## src/rtl/usb_ssr_pkg.sv

```systemverilog
package usb_ssr_pkg;
  typedef enum logic [1:0] {
    PS_ACTIVE    = 2'd0,
    PS_SUSP_WAIT = 2'd1,
    PS_SUSPENDED = 2'd2,
    PS_RESUMING  = 2'd3
  } port_st_e;

  localparam logic [1:0] LS_SE0 = 2'b00;
  localparam logic [1:0] LS_J   = 2'b01;
  localparam logic [1:0] LS_K   = 2'b10;

  localparam int unsigned WR_W    = 3;
  localparam int unsigned WB_SUSP = 0;
  localparam int unsigned WB_FRES = 1;
  localparam int unsigned WB_OCC  = 2;
endpackage

```

## src/rtl/usb_ssr_line_mon.sv

```systemverilog
module usb_ssr_line_mon
  import usb_ssr_pkg::*;
(
  input  logic       clk_i,
  input  logic       rst_ni,
  input  logic [1:0] line_i,
  output logic       is_j_o,
  output logic       is_k_o,
  output logic       jk_evt_o
);
  logic [1:0] cur_q, prv_q;

  always_ff @(posedge clk_i or negedge rst_ni) begin
    if (!rst_ni) begin
      cur_q <= LS_SE0;
      prv_q <= LS_SE0;
    end else begin
      prv_q <= cur_q;
      cur_q <= line_i;
    end
  end

  assign is_j_o   = (cur_q == LS_J);
  assign is_k_o   = (cur_q == LS_K);
  assign jk_evt_o = (prv_q == LS_J) && (cur_q == LS_K);
endmodule

```

## src/rtl/usb_ssr_cyc_timer.sv

```systemverilog
module usb_ssr_cyc_timer #(
  parameter int unsigned W = 8
) (
  input  logic         clk_i,
  input  logic         rst_ni,
  input  logic         en_i,
  input  logic [W-1:0] limit_i,
  output logic         done_o
);
  logic [W-1:0] cnt_q;

  always_ff @(posedge clk_i or negedge rst_ni) begin
    if (!rst_ni)                cnt_q <= '0;
    else if (!en_i)             cnt_q <= '0;
    else if (cnt_q != limit_i)  cnt_q <= cnt_q + 1'b1;
  end

  assign done_o = en_i && (cnt_q == limit_i);
endmodule

```

## src/rtl/usb_ssr_port_fsm.sv

```systemverilog
module usb_ssr_port_fsm
  import usb_ssr_pkg::*;
(
  input  logic     clk_i,
  input  logic     rst_ni,
  input  logic     host_i,
  input  logic     power_i,
  input  logic     enable_i,
  input  logic     txn_i,
  input  logic     set_susp_i,
  input  logic     set_fres_i,
  input  logic     jk_evt_i,
  input  logic     line_k_i,
  input  logic     idle_done_i,
  input  logic     qual_done_i,
  input  logic     res_done_i,
  output port_st_e state_o,
  output logic     wake_o,
  output logic     chg_o
);
  port_st_e st_q, st_d;
  logic     wake_q, wake_d;
  logic     chg_q, chg_d;

  always_comb begin
    st_d   = st_q;
    wake_d = wake_q;
    chg_d  = 1'b0;
    case (st_q)
      PS_ACTIVE: begin
        if (host_i) begin
          if (set_susp_i && enable_i) st_d = txn_i ? PS_SUSP_WAIT : PS_SUSPENDED;
        end else if (idle_done_i) begin
          st_d = PS_SUSPENDED;
        end
      end
      PS_SUSP_WAIT: begin
        if (!host_i)     st_d = PS_ACTIVE;
        else if (!txn_i) st_d = PS_SUSPENDED;
      end
      PS_SUSPENDED: begin
        if (jk_evt_i) begin
          st_d   = PS_RESUMING;
          wake_d = 1'b0;
          chg_d  = 1'b1;
        end else if (set_fres_i && (host_i || qual_done_i)) begin
          st_d   = PS_RESUMING;
          wake_d = 1'b1;
        end
      end
      PS_RESUMING: begin
        // host: hardware-timed; device: wait for own K to end and line to leave K
        if (host_i) begin
          if (res_done_i) st_d = PS_ACTIVE;
        end else if ((!wake_q || res_done_i) && !line_k_i) begin
          st_d = PS_ACTIVE;
        end
      end
      default: st_d = PS_ACTIVE;
    endcase
    if (st_d == PS_ACTIVE) wake_d = 1'b0;
    if (host_i && !power_i) begin
      st_d   = PS_ACTIVE;
      wake_d = 1'b0;
      chg_d  = 1'b0;
    end
  end

  always_ff @(posedge clk_i or negedge rst_ni) begin
    if (!rst_ni) begin
      st_q   <= PS_ACTIVE;
      wake_q <= 1'b0;
      chg_q  <= 1'b0;
    end else begin
      st_q   <= st_d;
      wake_q <= wake_d;
      chg_q  <= chg_d;
    end
  end

  assign state_o = st_q;
  assign wake_o  = wake_q;
  assign chg_o   = chg_q;
endmodule

```

## src/rtl/usb_port_sleep_ctrl.sv

```systemverilog
module usb_port_sleep_ctrl
  import usb_ssr_pkg::*;
#(
  parameter int unsigned RESUME_CYC = 1_200_000, // 20 ms at 60 MHz
  parameter int unsigned WAKE_CYC   = 600_000,   // 10 ms
  parameter int unsigned QUAL_CYC   = 300_000,   // 5 ms
  parameter int unsigned IDLE_CYC   = 180_000    // 3 ms
) (
  input  logic            clk_i,
  input  logic            rst_ni,
  input  logic            wr_en_i,
  input  logic [WR_W-1:0] wr_data_i,
  input  logic            host_mode_i,
  input  logic            port_en_i,
  input  logic            port_power_i,
  input  logic            txn_active_i,
  input  logic [1:0]      line_state_i,
  input  logic            oc_active_i,
  output logic            suspend_o,
  output logic            force_resume_o,
  output logic            oc_change_o,
  output logic            susp_qual_o,
  output logic            drive_k_o,
  output logic            port_change_o
);
  localparam int unsigned RES_MAX = (RESUME_CYC > WAKE_CYC) ? RESUME_CYC : WAKE_CYC;
  localparam int unsigned RES_W   = $clog2(RES_MAX + 1);
  localparam int unsigned QUAL_W  = $clog2(QUAL_CYC + 1);
  localparam int unsigned IDLE_W  = $clog2(IDLE_CYC + 1);

  logic set_susp, set_fres, occ_clr;
  logic is_j, is_k, jk_evt;
  logic idle_done, qual_done, res_done;
  logic wake, chg;
  port_st_e st;
  logic [RES_W-1:0] res_lim;
  logic oc_q, occ_q;

  assign set_susp = wr_en_i && wr_data_i[WB_SUSP];
  assign set_fres = wr_en_i && wr_data_i[WB_FRES];
  assign occ_clr  = wr_en_i && wr_data_i[WB_OCC];

  usb_ssr_line_mon i_line (
    .clk_i    (clk_i),
    .rst_ni   (rst_ni),
    .line_i   (line_state_i),
    .is_j_o   (is_j),
    .is_k_o   (is_k),
    .jk_evt_o (jk_evt)
  );

  assign res_lim = host_mode_i ? RES_W'(RESUME_CYC) : RES_W'(WAKE_CYC);

  usb_ssr_cyc_timer #(.W(RES_W)) i_res_tmr (
    .clk_i   (clk_i),
    .rst_ni  (rst_ni),
    .en_i    (st == PS_RESUMING),
    .limit_i (res_lim),
    .done_o  (res_done)
  );

  usb_ssr_cyc_timer #(.W(QUAL_W)) i_qual_tmr (
    .clk_i   (clk_i),
    .rst_ni  (rst_ni),
    .en_i    (!host_mode_i && (st == PS_SUSPENDED)),
    .limit_i (QUAL_W'(QUAL_CYC)),
    .done_o  (qual_done)
  );

  usb_ssr_cyc_timer #(.W(IDLE_W)) i_idle_tmr (
    .clk_i   (clk_i),
    .rst_ni  (rst_ni),
    .en_i    (!host_mode_i && (st == PS_ACTIVE) && is_j),
    .limit_i (IDLE_W'(IDLE_CYC)),
    .done_o  (idle_done)
  );

  usb_ssr_port_fsm i_fsm (
    .clk_i       (clk_i),
    .rst_ni      (rst_ni),
    .host_i      (host_mode_i),
    .power_i     (port_power_i),
    .enable_i    (port_en_i),
    .txn_i       (txn_active_i),
    .set_susp_i  (set_susp),
    .set_fres_i  (set_fres),
    .jk_evt_i    (jk_evt),
    .line_k_i    (is_k),
    .idle_done_i (idle_done),
    .qual_done_i (qual_done),
    .res_done_i  (res_done),
    .state_o     (st),
    .wake_o      (wake),
    .chg_o       (chg)
  );

  // over-current change: a fresh edge wins over a same-cycle clear
  always_ff @(posedge clk_i or negedge rst_ni) begin
    if (!rst_ni) begin
      oc_q  <= 1'b0;
      occ_q <= 1'b0;
    end else begin
      oc_q <= oc_active_i;
      if (oc_active_i != oc_q) occ_q <= 1'b1;
      else if (occ_clr)        occ_q <= 1'b0;
    end
  end

  assign suspend_o      = (st == PS_SUSPENDED) || (st == PS_RESUMING);
  assign force_resume_o = (st == PS_RESUMING);
  assign oc_change_o    = occ_q;
  assign susp_qual_o    = qual_done;
  assign drive_k_o      = (st == PS_RESUMING) && (host_mode_i || (wake && !res_done));
  assign port_change_o  = chg;
endmodule

```

## config.mk

```make
export PLATFORM = sky130hd
export DESIGN_NAME = usb_port_sleep_ctrl
export DESIGN_NICKNAME = d
export VERILOG_FILES = /design/src/rtl/usb_ssr_pkg.sv /design/src/rtl/usb_ssr_line_mon.sv /design/src/rtl/usb_ssr_cyc_timer.sv /design/src/rtl/usb_ssr_port_fsm.sv /design/src/rtl/usb_port_sleep_ctrl.sv
export SDC_FILE = /design/constraint.sdc
export NUM_CORES = 1
export LEC_CHECK = 0
export ABC_AREA = 0
export BUFFER_PORTS_ARGS = -buffer_cell sky130_fd_sc_hd__buf_2
export CAP_MARGIN = 0
export CORE_ASPECT_RATIO = 0.5
export CORE_MARGIN = 5
export CORE_UTILIZATION = 40
export CTS_CLUSTER_DIAMETER = 200
export DETAILED_ROUTE_END_ITERATION = 10
export PLACE_DENSITY = 0.53
export REMOVE_ABC_BUFFERS = 1
export SKIP_LAST_GASP = 1
export SLEW_MARGIN = 20
export SYNTH_ARGS = -nofsm -noshare
export SYNTH_HDL_FRONTEND = slang
export SYNTH_SLANG_ARGS = --single-unit
```

## constraint.sdc

```tcl
create_clock -name clk_i -period 2.23 [get_ports clk_i]
set_input_delay 0.446 -clock clk_i [delete_from_list [all_inputs] [get_ports clk_i]]
set_output_delay 0.446 -clock clk_i [all_outputs]
set_load 0.005 [all_outputs]
```

* Word level (Yosys, flattened, before mapping)
Cells that the tools add are included.
** Storage, ports and cells
- Output and inout bits :: 6
- Word-level logic and storage cells :: 90
- Register bits :: 68
** Operators by class
- Equality and inequality tests :: 16
- Reductions and logical operators :: 31
- Add/sub/neg operators :: 3
- Muxes and demuxes :: 30
** Operator list (number)
- 21-bit two-way mux :: 3
- 19-bit two-way mux :: 2
- 18-bit two-way mux :: 2
- 2-bit two-way mux :: 12
- 21-bit by 1-bit adder with 21-bit output, second input constant :: 1
- 21-bit == test :: 1
- 21-bit != test :: 1
- 19-bit by 1-bit adder with 19-bit output, second input constant :: 1
- 19-bit == test, second input constant :: 1
- 19-bit != test, second input constant :: 1
- 18-bit by 1-bit adder with 18-bit output, second input constant :: 1
- 18-bit == test, second input constant :: 1
- 18-bit != test, second input constant :: 1
- 1-bit logical AND :: 16
- 1-bit two-way mux :: 10
- 2-bit one-hot mux with 4 select lines :: 1
- 2-bit by 1-bit == test with 1-bit output, second input constant :: 3
- 2-bit == test, second input constant :: 3
- 2-bit != test, second input constant :: 3
- 1-bit zero test :: 5
- 2-bit zero test :: 2
- 1-bit logical OR :: 4
- 4-bit nonzero test :: 1
- 3-bit nonzero test :: 1
- other kinds (3) :: 3

* Longest topological paths before layout
Gate-level depths: netlist (run 1).
- Depth in word-level cells :: 11
- Mapped depth :: 8

* Modules after synthesis
From an unflattened synthesis (run 1), not the netlist that was laid out.
** Second synthesis, totals
- Cell total of the unflattened synthesis :: 552
- Area, all modules :: 4953.5 µm²
** By module, submodules not included
- usb_ssr_cyc_timer at i_res_tmr :: times used 1, sequential area each 525.5 µm², area an instance 1575.3 µm², cells an instance 181
- usb_ssr_cyc_timer at i_qual_tmr :: times used 1, sequential area each 475.5 µm², area an instance 1468.9 µm², cells an instance 163
- usb_ssr_cyc_timer at i_idle_tmr :: times used 1, sequential area each 450.4 µm², area an instance 1378.8 µm², cells an instance 152
- usb_ssr_port_fsm :: times used 1, sequential area each 100.1 µm², area an instance 264.0 µm², cells an instance 33
- usb_port_sleep_ctrl :: times used 1, sequential area each 50.0 µm², area an instance 140.1 µm², cells an instance 16
- usb_ssr_line_mon :: times used 1, sequential area each 100.1 µm², area an instance 126.4 µm², cells an instance 7

* Worst setup path before layout (run 1)
Ideal clock, no wire load.
- Kind :: reg2out
- Start point :: register i_res_tmr.cnt_q[4]
- End point :: output drive_k_o
- Buffers on the path :: 0
- Required time :: 1784 ps
- Path slack :: 295 ps
- Stages on the path, launching flop included :: 6
- Data arrival time :: 1489 ps
- Cell sequence :: dfrtp_1 > or4_4 > nor3_1 > nand2_1 > a21oi_1 > nor2_1
** On the way
- Word-level cells in the longest chain between the ends :: 6
** Ends and longest elaborated chain
- start: declaration :: line usb_ssr_cyc_timer.sv:10 : logic [W-1:0] cnt_q;
- start signal: assignment :: line usb_ssr_cyc_timer.sv:15 : else if (cnt_q != limit_i) cnt_q <= cnt_q + 1'b1;
- 21-bit == test :: line usb_ssr_cyc_timer.sv:18 : assign done_o = en_i && (cnt_q == limit_i);
- 1-bit logical AND :: line usb_ssr_cyc_timer.sv:18
- 1-bit zero test :: line usb_port_sleep_ctrl.sv:113 : assign drive_k_o = (st == PS_RESUMING) && (host_mode_i || (wake && !res_done));
- 1-bit logical AND :: line usb_port_sleep_ctrl.sv:113
- 1-bit logical OR :: line usb_port_sleep_ctrl.sv:113
- 1-bit logical AND :: line usb_port_sleep_ctrl.sv:113
- end: declaration :: line usb_port_sleep_ctrl.sv:23 : output logic drive_k_o,
No other way between the ends.

* Worst setup path after layout (run 1)
Same ends and word-level chain as after synthesis.

==> reports/metrics.yaml, run 1 <==
total_negative_setup_slack_ns: -0.0925
avgViaCountPerCell: 5.07
insertion_delay_ns: 0.33
final_layout_size_suffix_gt1_share_pct: 16.9
vias: 2727
n_fill_cell: 827
tightest_slew_ns: 0.418
initial_antenna_violation_count: 0
cp_cell_sequence: "or4_4, nor3_2, nand2_1, a21oi_2, nor2_1, buf_2"
grt_pass1_wl_mm: 12.9
full_die_area_sq_um: 10800
cellLeakagePower_nw: 1.73
io-pin-count: 19
max-cap-violations: 0
max_transition_margin_pct: 72.1
power_frac_seq_pct: 46.2
crit_arrival_ns: 1.88
areaGrowthSynthToFinish_pct: 20.1
wl_mm: 7.39
pwr-share-clk_pct: 45.8
finalWorstPathRequiredPeriod_ns: 2.32
ys_warnings: 0
critical_path_start_type: "flop"
setup_slack_ns: -0.0925
drt_pre_antenna_iters: 4
p_int_mw: 2.13
track_usage_pct: 14.8
unrepaired_setup_endpoints_after_global_routing: "yes"
synth.ff_latch_count: 68
detail_route.iter0.violations: 79
final-seq-area_sq_um: 1700
area_of_combinational_cells_with_multiple_inputs_sq_um: 1740
gp_congestion: 0.832
setup_violations: 1
cts_hold_buf: 0
placed_cells_incl_taps: 508
power.switching_fraction_pct: 23.6
required_worst_endpoint_ns: 1.78
portBuffers: 18
route.detailed.wl_per_inst_microns: 13.7
finalHoldViolations: 0
relative_contribution_of_combinational_cells_to_total_power_pct: 8.0
worstPathBufferInverterCount: 1
root_buffer: "clkbuf_16"
post_synth.cell_area_avg_sq_um: 9.32
fin_skew_ns: 0.00524
die_h_microns: 75.9
coreArea_sq_um: 8590
crit_path_max_incr_delay_ns: 0.56
worst_hold_path_type: "in2async"
synthesis.area_sq_um: 3470
initial_utilization_pct: 40.5
grt_remaining_overflow: 0
synth.distinct_cells: 42
rows: 24
ant_nets: 0
report.power.total_mw: 2.79
max_freq_ghz: 0.431
cts_buffers: 9
clockBufferDepth: 2
fp.dieW_microns: 142
setup.worst_path.end_class: "primary output"
clock_sinks: 68
remaining_drc_errors: 0
outcome: "finished with violations"
timing.critical_path.max_delay_family: "simple AND/OR/NAND/NOR gates"
first_global_vias: 2800
violations: "negative setup slack"
critical_path_peak_fanout: 2
timing.critical_path.slowest_stage_cell: "or4_4"
synth_sequential_area_ratio_pct: 49.0
htree_num_levels: 3
worstSetupPathType: "reg2out"
hpwl_mm: 4.92
tritoncts: "done"
post_synth_inst_count: 373
final_cell_count_no_fill: 538
maximum_number_of_pins_on_one_net_before_global_route_repair: 69
fin_crit_sh_pct: 104
p_switching_mw: 0.660
nets: 435
diodes: 0
clk_transition_reported_paths_ns: 0.05
finalMaxSlewViolations: 0
irDropWorstVdd_mv: 0.405
powerDensity_nw_per_um2: 669
[sequential cells by signal, summed over array words and instances (netlist names)]
name and flops:
i_line.prv_q 2, oc_q 1, i_fsm.state_o 2, i_idle_tmr.cnt_q 18, i_qual_tmr.cnt_q 19, i_fsm.chg_o 1
i_line.cur_q 2, i_res_tmr.cnt_q 21, i_fsm.wake_o 1, oc_change_o 1
[cell usage in the layout (no fill, tap or decap), types with 5 or more instances in the layout]
master | synthesis | routed
dfrtp_1 | 68 | 67
nor2_1 | 64 | 63
xor2_1 | 32 | 32
nand2_1 | 32 | 30
nand3_1 | 24 | 24
buf_4 | 0 | 21
buf_2 | 1 | 18
a21oi_1 | 18 | 17
inv_1 | 14 | 14
xnor2_1 | 13 | 13
nand4_1 | 12 | 12
o21ai_0 | 11 | 11
clkbuf_16 | 0 | 9
or3_1 | 8 | 8
nor3_1 | 8 | 7
and3_1 | 7 | 6
ha_1 | 6 | 6
and4_1 | 5 | 5
[metrics by stage]
step / area (sq um) / util, % / setup WS (ns) / hold WS [ns]
global route: 4170 / 48.6 / -0.173 / 0.166
floorplan: 3440 / - / 0.295 / 0.150
detailed placement: 3750 / 43.7 / 0.205 / 0.396
finish: 4170 / 48.6 / -0.0925 / 0.138
CTS: 4110 / 47.8 / -0.0439 / 0.148
global placement: 3750 / 43.7 / 0.208 / 0.383
[cells by family (layout without fill, tap and decap cells)]
| family | after synthesis | after routing | share of synthesized area (%) |
|---|---|---|---|
| flip-flops | 68 | 68 | 49.0 |
| adder cells (fa/ha/maj) | 6 | 6 | 2.16 |
| buffers and inverters | 22 | 70 | 2.41 |
| AO/OA/AOI/OAI | 38 | 38 | 6.27 |
| AND/OR/NAND/NOR | 194 | 194 | 28.8 |
| XOR/XNOR | 45 | 45 | 11.3 |
[layer usage]
metal / vias to the layer above / wire length, microns / GRT usage, %
met5: - / 0 / 0
met3: 9 / 216 / 4.72
li1: 1363 / - / -
met1: 1331 / 3510 / 18.8
met2: 24 / 3580 / 23.9
met4: 0 / 85 / 4.69
[cells in the mapped netlist, drive strengths merged]
cell type / count / share of area, %
a211oi: 1 / 0.22
inv: 14 / 1.5
or3b: 1 / 0.25
a21o: 1 / 0.22
o2bb2ai: 1 / 0.25
nand3: 24 / 3.5
o2111a: 1 / 0.32
nor4: 4 / 0.72
or2: 2 / 0.36
or4: 1 / 0.32
xor2: 32 / 8.1
nand2b: 4 / 0.72
a21oi: 18 / 2.6
a22o: 1 / 0.25
nor2: 64 / 6.9
nor2b: 3 / 0.54
and4: 5 / 1.3
nor3: 11 / 2.0
nand4b: 3 / 0.76
o22ai: 1 / 0.18
or3: 9 / 1.8
and2: 4 / 0.72
o21ai: 12 / 1.7
nand3b: 1 / 0.22
and3: 7 / 1.3
xnor2: 13 / 3.3
nand4: 13 / 2.5
ha: 6 / 2.2
dfrtp: 68 / 49
nor4bb: 3 / 0.86
clkbuf: 7 / 0.76
nor4b: 2 / 0.50
buf: 1 / 0.14
nor3b: 1 / 0.22
nand2: 32 / 3.5
o31a: 1 / 0.25
a41oi: 1 / 0.25
[power groups by stage]
stage / clock network, mW / registers (mW) / logic, mW
after global placement: 0 / 1.31 / 0.209
after detailed placement: 0 / 1.31 / 0.214
final: 1.28 / 1.29 / 0.223
after global routing: 1.38 / 1.29 / 0.255
after CTS: 1.32 / 1.29 / 0.226
after floorplan: 0 / 1.30 / 0.122
[final cells by class]
cell class	count	area share (%)
Clock buffer	14	6.09
Clock inverter	2	0.240
Inverter	14	1.26
Multi-Input combinational cell	283	41.7
Sequential cell	68	40.8
Tap cell	117	3.51
Timing Repair Buffer	40	6.41
[path summary, 6_finish.rpt]
path                               startpoint                   to  slack, ns  depth (start not counted)
setup / recovery           i_res_tmr.cnt_q[4]            drive_k_o      -0.09                          6
hold / removal                         rst_ni   i_res_tmr.cnt_q[8]       0.14                          2
setup reg to reg           i_res_tmr.cnt_q[0]         i_fsm.wake_o       0.01                         12
hold reg to reg               i_line.cur_q[1]      i_line.prv_q[1]       0.40                          0
max in group asynchronous              rst_ni  i_idle_tmr.cnt_q[0]       1.80                          2
min in group clk_i            line_state_i[0]      i_line.cur_q[0]       0.23                          1
[repair_timing]
item / in CTS / in global routing
pin swaps: 4 / 7
buffers inserted: 9 / 5
endpoints found under the setup margin: 2 / 4
hold endpoints to repair: 0 / 0
gates resized for setup: 4 / 8
No activity file was read; power rests on OpenSTA's default activity.
==> run 2, diff against run 1 <==
Clock period 2.23 ns to 2.6 ns, I/O delays scaled along.
==> reports/metrics.yaml, run 2 (synthesized netlist as in run 1, its figures left out) <==
grt_pass1_wl_mm: 12.4  # was 12.9 mm
track_usage_pct: 14.1  # was 14.8%
busiest_layer: "met2"  # unchanged
total_negative_setup_slack_ns: 0  # was -0.0925 ns
fin_skew_ns: 0.00448  # was 0.00524 ns
initial_utilization_pct: 40.5  # unchanged
required_worst_endpoint_ns: 2.08  # was 1.78 ns
worstSetupPathType: "reg2out"  # unchanged
powerDensity_nw_per_um2: 592  # was 669 nW/um^2
max_freq_ghz: 0.400
io-pin-count: 19  # unchanged
gr-usage-met3_pct: 5.22  # was 4.72%
setup.worst_path.end_class: "primary output"  # unchanged
remaining_drc_errors: 0  # unchanged
first_global_vias: 2731  # was 2800
vias: 2708  # was 2727
max-cap-violations: 0  # unchanged
gp_congestion: 0.839  # was 0.832
worst_hold_path_type: "in2async"  # unchanged
final_layout_size_suffix_gt1_share_pct: 12.3  # was 16.9%
ant_nets: 0  # unchanged
critical_path_peak_fanout: 6  # was 2
placed_cells_incl_taps: 505  # was 508
unrepaired_setup_endpoints_after_global_routing: "no"  # was yes
relative_contribution_of_combinational_cells_to_total_power_pct: 7.5  # was 8.0%
cts_buffers: 9  # unchanged
power.switching_fraction_pct: 23.0  # was 23.6%
tritoncts: "done"  # unchanged
clockBufferDepth: 2  # unchanged
wl_mm: 7.05  # was 7.39 mm
irDropWorstVdd_mv: 0.335  # was 0.405 mV
finalHoldViolations: 0  # unchanged
die_h_microns: 75.9  # unchanged
regToRegStartpoint: "i_idle_tmr.cnt_q[0]"  # was i_res_tmr.cnt_q[0]
setup_violations: 0  # was 1
most_common_cell_after_layout_fill_and_taps_aside: "dfrtp_1"  # unchanged
crit_arrival_ns: 1.98  # was 1.88 ns
power_frac_seq_pct: 46.3  # was 46.2%
maximum_number_of_pins_on_one_net_before_global_route_repair: 69  # unchanged
cts_hold_buf: 0  # unchanged
hpwl_mm: 4.92  # about the same
cellLeakagePower_nw: 1.64  # was 1.73 nW
final_cell_count_no_fill: 524  # was 538
p_switching_mw: 0.550  # was 0.660 mW
htree_num_levels: 3  # unchanged
initial_antenna_violation_count: 0  # unchanged
p_int_mw: 1.84  # was 2.13 mW
met1_usage_pct: 17.6  # was 18.8%
n_fill_cell: 839  # was 827
route.detailed.wl_per_inst_microns: 13.5  # was 13.7 microns
clock_sinks: 68  # unchanged
full_die_area_sq_um: 10800  # unchanged
outcome: "finished clean"  # was finished with violations
rows: 24  # unchanged
startpoint: "i_res_tmr.cnt_q[4]"  # unchanged
finalMaxSlewViolations: 0  # unchanged
detail_route.iter0.violations: 131  # was 79
clk_transition_reported_paths_ns: 0.05  # about the same
nets: 422  # was 435
tightest_slew_ns: 0.539  # was 0.418 ns
critical_path_start_type: "flop"  # unchanged
pwr-share-clk_pct: 46.2  # was 45.8%
areaGrowthSynthToFinish_pct: 16.2  # was 20.1%
max_transition_margin_pct: 63.7  # was 72.1%
layout_top_registers: "i_res_tmr.cnt_q x21, i_qual_tmr.cnt_q x19, i_idle_tmr.cnt_q x18"  # unchanged
insertion_delay_ns: 0.33  # about the same
mostFrequentLayoutCells: "dfrtp_1, nor2_1, xor2_1, nand2_1, nand3_1"  # unchanged
fp.dieW_microns: 142  # unchanged
largest_register_ff_count: 21  # unchanged
portBuffers: 18  # unchanged
coreArea_sq_um: 8590  # unchanged
drt_pre_antenna_iters: 4  # unchanged
avgViaCountPerCell: 5.17  # was 5.07
fin_crit_sh_pct: 96.2
use_met2_pct: 22.7  # was 23.9%
finalWorstPathRequiredPeriod_ns: 2.50
diodes: 0  # unchanged
grt_remaining_overflow: 0  # unchanged
registers.top_by_ff_count: "i_res_tmr.cnt_q"  # unchanged
root_buffer: "clkbuf_16"  # unchanged
run 2: cell count changes in the layout (fill, tap and decap cells not counted), sizes merged:
| cell | previous run | this run |
|---|---|---|
| clkbuf | 14 | 13 |
| buf | 40 | 27 |
run 2: worst max-delay path: stages, from the launching register on:
cell and delay (ns):
dfrtp_1 0.42, or4_4 0.57, nor3_2 0.20, nand2_2 0.12, a21oi_1 0.17, nor2_1 0.05, buf_2 0.13
run 2: path summary, 6_finish.rpt:
check	cells past startpoint	slack, ns	to
max	6	0.1	drive_k_o
min	2	0.20	i_res_tmr.cnt_q[15]
max reg2reg	7	0.67	i_idle_tmr.cnt_q[16]
min reg2reg	0	0.39	i_line.prv_q[1]
max in group asynchronous	2	2.10	i_qual_tmr.cnt_q[6]
min in group clk_i	1	0.29	i_line.cur_q[0]
run 2: power by group through the flow:
stage                     clock network (mW)  registers, mW  logic (mW)
after floorplan                            0           1.12       0.105
after global placement                     0           1.12       0.179
after detailed placement                   0           1.12       0.182
after CTS                               1.15           1.11       0.183
after global routing                    1.19           1.11       0.206
final                                   1.10           1.11       0.180
run 2: layer usage:
metal  wire length [microns]  vias to the layer above
met5                       0                        -
met4                      80                        0
met3                     265                       11
met2                    3330                       30
met1                    3370                     1323
li1                        -                     1344
run 2: through the flow:
| step | area, sq um | worst slack, ns | power, mW | hold WS [ns] | utilization (%) |
|---|---|---|---|---|---|
| global placement | 3730 | 0.366 | 1.30 | 0.381 | 43.4 |
| global route | 4040 | 0.00337 | 2.50 | 0.244 | 47.0 |
| finish | 4040 | 0.0984 | 2.39 | 0.204 | 47.0 |
| detailed placement | 3730 | 0.367 | 1.31 | 0.386 | 43.4 |
| CTS | 4000 | 0.00637 | 2.44 | 0.221 | 46.6 |
| floorplan | 3440 | 0.591 | 1.22 | 0.224 | - |
run 2: what timing repair did:
item,CTS,global route
gates resized for setup,0,2
endpoints found under the setup margin,0,1
buffers inserted,0,4
run 2: final cells by class:
| class | count | area, sq um | share of cell area [%] |
|---|---|---|---|
| sequential | 68 | 1700 | 42.1 |
| multi-input combinational | 283 | 1700 | 42.0 |
| clock buffer | 13 | 260 | 6.45 |
| timing repair buffer | 27 | 170 | 4.21 |
| tap | 117 | 146 | 3.63 |
| inverter | 14 | 52.6 | 1.30 |
| clock inverter | 2 | 10.0 | 0.248 |
